===== src/rtl/rx_status_ctrl.sv =====
module rx_status_ctrl #(
  parameter int DW = 8,
  parameter int AW = 2
) (
  input  logic          clk,
  input  logic          rst_n,
  input  logic          reg_en,
  input  logic          reg_wr,
  input  logic [AW-1:0] reg_addr,
  input  logic [DW-1:0] reg_wdata,
  output logic [DW-1:0] reg_rdata,
  input  logic          rx_valid,
  input  logic [DW-1:0] rx_byte,
  input  logic          rx_perr,
  input  logic          frame_done,
  input  logic          break_in,
  output logic          rx_ready,
  output logic          irq_rx,
  output logic          irq_err
);
  localparam logic [AW-1:0] ADR_CTRL = AW'(0);
  localparam logic [AW-1:0] ADR_STAT = AW'(1);
  localparam logic [AW-1:0] ADR_DATA = AW'(2);

  logic          ren_q, rie_q, gap_q, full_q, ovr_q, fer_q, per_q, snap_q;
  logic          irq_rx_q, irq_err_q;
  logic [DW-1:0] data_q;

  wire rd      = reg_en & ~reg_wr;
  wire wr      = reg_en &  reg_wr;
  wire wr_ctrl = wr & (reg_addr == ADR_CTRL);
  wire wr_stat = wr & (reg_addr == ADR_STAT);
  wire rd_stat = rd & (reg_addr == ADR_STAT);
  wire rd_data = rd & (reg_addr == ADR_DATA);

  assign rx_ready = ren_q & gap_q;
  wire accept = rx_valid & rx_ready;
  wire store  = accept & ~full_q;
  wire ovrun  = accept &  full_q;

  wire ovr_n = (wr_stat ? (ovr_q & reg_wdata[5]) : ovr_q) | ovrun;
  wire fer_n = (wr_stat ? (fer_q & reg_wdata[4]) : fer_q) | break_in;
  wire per_n = (wr_stat ? (per_q & reg_wdata[3]) : per_q) | (store & rx_perr);
  wire err_set = rie_q & (ovrun | break_in);
  wire err_clr = wr_stat & snap_q & ~(ovr_n | fer_n | per_n);

  always_ff @(posedge clk or negedge rst_n) begin
    if (!rst_n) begin
      ren_q     <= 1'b0;
      rie_q     <= 1'b0;
      gap_q     <= 1'b1;
      full_q    <= 1'b0;
      ovr_q     <= 1'b0;
      fer_q     <= 1'b0;
      per_q     <= 1'b0;
      snap_q    <= 1'b0;
      irq_rx_q  <= 1'b0;
      irq_err_q <= 1'b0;
      data_q    <= '0;
    end else begin
      if (wr_ctrl) begin
        ren_q <= reg_wdata[0];
        rie_q <= reg_wdata[1];
      end
      if (accept)          gap_q <= 1'b0;
      else if (frame_done) gap_q <= 1'b1;
      if (store)           data_q <= rx_byte;
      if (store)           full_q <= 1'b1;
      else if (rd_data)    full_q <= 1'b0;
      ovr_q <= ovr_n;
      fer_q <= fer_n;
      per_q <= per_n;
      if (rd_stat) snap_q <= ovr_q | fer_q | per_q;
      irq_rx_q <= store & rie_q;
      if (wr_ctrl && !reg_wdata[1]) irq_err_q <= 1'b0;
      else if (err_set)             irq_err_q <= 1'b1;
      else if (err_clr)             irq_err_q <= 1'b0;
    end
  end

  assign irq_rx  = irq_rx_q;
  assign irq_err = irq_err_q;

  always_comb begin
    unique case (reg_addr)
      ADR_CTRL: reg_rdata = {{(DW-2){1'b0}}, rie_q, ren_q};
      ADR_STAT: reg_rdata = DW'({1'b1, full_q, ovr_q, fer_q, per_q, 1'b1, 2'b00});
      ADR_DATA: reg_rdata = data_q;
      default:  reg_rdata = '0;
    endcase
  end


  rx_pulse_full_chk: assert property (@(posedge clk) disable iff (!rst_n)
    irq_rx |-> full_q);

  rx_pulse_single_chk: assert property (@(posedge clk) disable iff (!rst_n)
    irq_rx |=> !irq_rx);

  gate_close_chk: assert property (@(posedge clk) disable iff (!rst_n)
    (rx_valid && rx_ready) |=> !rx_ready);

  ovr_keep_chk: assert property (@(posedge clk) disable iff (!rst_n)
    (rx_valid && rx_ready && full_q) |=> ($stable(data_q) && ovr_q));

  data_wr_ignored_chk: assert property (@(posedge clk) disable iff (!rst_n)
    (wr && reg_addr == ADR_DATA && !(rx_valid && rx_ready)) |=> $stable(data_q));

  rie_off_drop_chk: assert property (@(posedge clk) disable iff (!rst_n)
    (wr_ctrl && !reg_wdata[1]) |=> !irq_err);

  brk_fer_chk: assert property (@(posedge clk) disable iff (!rst_n)
    break_in |=> fer_q);
endmodule


===== config.mk =====
export PLATFORM = sky130hd
export DESIGN_NAME = rx_status_ctrl
export DESIGN_NICKNAME = d
export VERILOG_FILES = /design/src/rtl/rx_status_ctrl.sv
export SDC_FILE = /design/constraint.sdc
export NUM_CORES = 1
export LEC_CHECK = 0
export ABC_AREA = 0
export BUFFER_PORTS_ARGS = -buffer_cell sky130_fd_sc_hd__buf_2
export CAP_MARGIN = 20
export CORE_MARGIN = 8
export CORE_UTILIZATION = 46
export CTS_BUF_LIST = sky130_fd_sc_hd__clkbuf_16
export CTS_CLUSTER_SIZE = 12
export DETAILED_ROUTE_END_ITERATION = 7
export GPL_TIMING_DRIVEN = 0
export PLACE_DENSITY = 0.85
export SYNTH_ARGS = -nofsm -noshare
export SYNTH_HDL_FRONTEND = slang
export SYNTH_SLANG_ARGS = --single-unit

===== constraint.sdc =====
create_clock -name clk -period 1.7 [get_ports clk]
set_input_delay 0.425 -clock clk [delete_from_list [all_inputs] [get_ports clk]]
set_output_delay 0.425 -clock clk [all_outputs]
set_load 0.01 [all_outputs]

[Word-level counts from Yosys, hierarchy flattened]
Index checks and enable logic that the tools add are counted.
Cells by class
  equal/unequal tests: 2
  mux-type cells: 11
  bitwise operators: 29
  reduce and logical (&&, ||, !) cells: 6
Operators with widths (number)
  $pmux 8 s3: 1
  $and 1x1->1: 18
  $mux 1: 10
  $or 1x1->1: 8
  $reduce_bool 2->1: 2
  $not 1->1: 3
  $reduce_bool 3->1: 1
  $eq 2x1->1 const B: 1
  $eq 2x2->1 const B: 1
  $logic_not 2->1: 1
  $logic_and 1x1->1: 1
  $logic_not 1->1: 1
Word-level totals
  bits in registers: 18
  input bits: 26
  output and inout bits: 11
  logic and storage cells: 59

[Depth between registers and ports, before layout]
  word-level depth: 11
  depth in mapped cells: 5
  depth with buffers taken out: 4

[Worst setup path after synthesis]
No wires, ideal clock.
  kind: input to output
  start point: input port reg_addr[0]
  end point: output port reg_rdata[6]
  arrival: 0.962 ns
  required time: 1.275 ns
  setup slack: 0.313 ns
  stages: 3
  path buffers: 1
  cells stage by stage: nor2b_1 > buf_4 > a22o_2
On the way
  cells in the longest elaborated chain, start to end: 2
  elaborated cells between the ends (all ways): 4
  those cells by class: eq/ne: 2; mux: 1; reduce/logical: 1
Ends and longest elaborated chain
  from (decl): RTL line 9  | input logic [AW-1:0] reg_addr,
  $eq 2x2->1 (tied with other cells): RTL line 85  | unique case (reg_addr)
  $pmux 8 s3 *: RTL line 85
  to (decl): RTL line 11  | output logic [DW-1:0] reg_rdata,
Mark *: on every way between the ends. The rest lies on a longest branch, timed or not.

[Worst setup path in the final report]
Ends and elaborated chain as after synthesis.

==> impl_metrics.yaml <==
timing:
  slew_headroom_pct: 73.3
  period_needed_ns: 1.66
  setup_ws_ns: 0.0419
  worst_pin_slew_ns: 0.400
  min_period_over_period_pct: 97.5
  hold_violations: 0
  fin_tns_setup_ns: 0
  fin_skew_ns: 0.000902
  setup_viol: 0
  final_max_slew_viol_count: 0
  max_clock_freq_ghz: 0.603
  rsz0062_at_grt: "no"
placement:
  hpwl_mm: 1.59
  dp_slack_ns: -0.0183
  place_congestion: 0.893
  placed_cell_area_sq_um: 1070
  numPortBuffers: 33
  dp.cells: 131
drt:
  vias: 738
  drcViolationCount: 0
  avgViaCountPerCell: 5.39
  wl_mm: 2.24
  drt_iter0_markers: 38
  antenna_left: 0
  firstDrtPassIters: 4
  wl_per_cell_um: 16.3
grt:
  antenna_found_initial: 0
  grt_max_degree: 19
  grt_pass1_wl_mm: 3.65
  grt_pass1_vias: 781
  overflow: 0
  track_usage_pct: 13.5
floorplanning:
  die_area_sq_um: 3540
  die_x_um: 59.5
  die_h_um: 59.5
  rows: 15
  core-area_sq_um: 1750
  ioPinCount: 37
  start_util_pct: 49.9
final_layout:
  final_cell_area_sq_um: 1160
  area_delta_synth_final_pct: 33.5
  nNetsFinal: 139
  diodes: 0
  fin_cells: 137
  drive_above_1_share_pct: 50.9
  fill_cells: 136
worst_setup_path:
  critical_path.endpoint: "reg_rdata[6]"
  rrSetupSlack_ns: 0.16
  r2r_end: "irq_err"
  cp_max_fo: 8
  worstSetupStartpointType: "primary input"
  critPathRequiredTime_ns: 1.27
  arrival_ns: 1.23
  cp-startpoint: "reg_addr[0]"
  reg2reg_depth: 5
  critPathCaptureType: "output port"
  path_class: "in -> out"
  rr_startpoint: "ren_q"
power:
  p_leak_nw: 0.566
  total_power_mw: 1.55
  peakVddDrop_v: 0.000757
  power_density_nw_per_um2: 1330
logic_synthesis:
  netlist_area_sq_um: 871
  synthTopCellsByArea: "dfrtp_1, mux2_2, dfstp_2, a22o_1, a21oi_1"
  ys_types: 28
  netlist_instances: 73
  synthesis.nets: 99
  synth_edf_count: 0
  yosysMostFrequentCell: "dfrtp_1"
  synth_top_area_share_pct: 48.9
  yosysSeqAreaShare_pct: 51.9
  async_flop_share_pct: 100
  synth_common_cells: "dfrtp_1, mux2_2, a21oi_1, nand2_1"
  ys_ff_latch: 18
  yosys_warnings: 0
  synth_area_leader_cell: "dfrtp_1"
  ys.flop_type: "dfrtp_1"
  avgSynthCellArea_sq_um: 11.9
clocking:
  clk_latency_ns: 0.24
  clk_pin_slew_ns: 0.05
  root_buffer: "clkbuf_16"
  htreeDepth: 1
  hold_buffers: 0
  cts_tree: "done"
  cts_sinks: 18
  cts_max_path_buffers: 2
  cts_buffers: 3
worst_hold_path:
  hp-class: "in -> async"
run:
  cap_violations: 0
outcome:
  status: "finished, final reports clean"
placed cells by master, fill, tap and decap left out, types with 4 or more instances in the layout:
cell,instances
mux2_2,10
a21oi_1,4
nand2_1,4
dfrtp_1,17
buf_2,33
metrics by stage:
| step | util (%) | hold WS (ns) |
|---|---|---|
| floorplan | - | 0.129 |
| global placement | 61.1 | 0.372 |
| detailed placement | 61.1 | 0.375 |
| CTS | 65.7 | 0.114 |
| global route | 66.6 | 0.133 |
| finish | 66.6 | 0.102 |
where the power goes:
part / internal [mW] / switching (mW) / total (mW) / leakage (nW)
Sequential: 0.582 / 0.110 / 0.692 / 0.206
Combinational: 0.220 / 0.176 / 0.395 / 0.322
Clock: 0.312 / 0.150 / 0.462 / 0.0385
Total: 1.11 / 0.435 / 1.55 / 0.566
logic make-up (layout without fill, tap and decap cells):
group                  Yosys count  after routing  synth area share [%]
flip-flops                      18             18                  51.9
multiplexers                    12             12                  15.2
AND/OR/NAND/NOR                 23             23                  16.2
buffers and inverters            3             42                  2.59
AO/OA/AOI/OAI                   17             17                  14.1
critical path, cell delays in order:
cell and delay, ns:
buf_2 0.13, nor2b_1 0.13, buf_4 0.16, a22o_2 0.26, buf_2 0.14
worst min-delay path by stage:
stage | endpoint | slack [ns] | from
floorplan | data_q[0] | 0.13 | rst_n
global route | irq_rx | 0.13 | rst_n
CTS | fer_q | 0.11 | rst_n
detailed placement | irq_rx | 0.38 | rst_n
finish | irq_rx | 0.10 | rst_n
global placement | irq_rx | 0.37 | rst_n
cell type report:
class                           count  area (sq um)  share of cell area [%]
Multi-Input combinational cell     52           397                    34.1
Timing Repair Buffer               35           180                    15.5
Sequential cell                    18           452                    38.9
Buffer                              3          23.8                    2.05
Tap cell                           25          31.3                    2.69
Clock buffer                        3          75.1                    6.46
Clock inverter                      1          3.75                   0.323
timing repair:
item	in CTS	in global routing
setup buffers	0	2
endpoints found under the setup margin	2	1
resized for setup	1	0
flip-flops by register name (all words and copies together) (netlist names):
signal and cells:
irq_rx 1, ovr_q 1, rie_q 1, per_q 1, gap_q 1, full_q 1
ren_q 1, data_q 8, snap_q 1, irq_err 1, fer_q 1
layer usage:
| metal | global-route usage (%) | vias to the layer above | wire length, um |
|---|---|---|---|
| met5 | 0 | - | 0 |
| met1 | 15.8 | 364 | 958 |
| met4 | 8.50 | 0 | 27 |
| met2 | 21.4 | 25 | 1110 |
| li1 | - | 347 | - |
| met3 | 3.25 | 2 | 148 |
(Power assumes the default switching activity.)
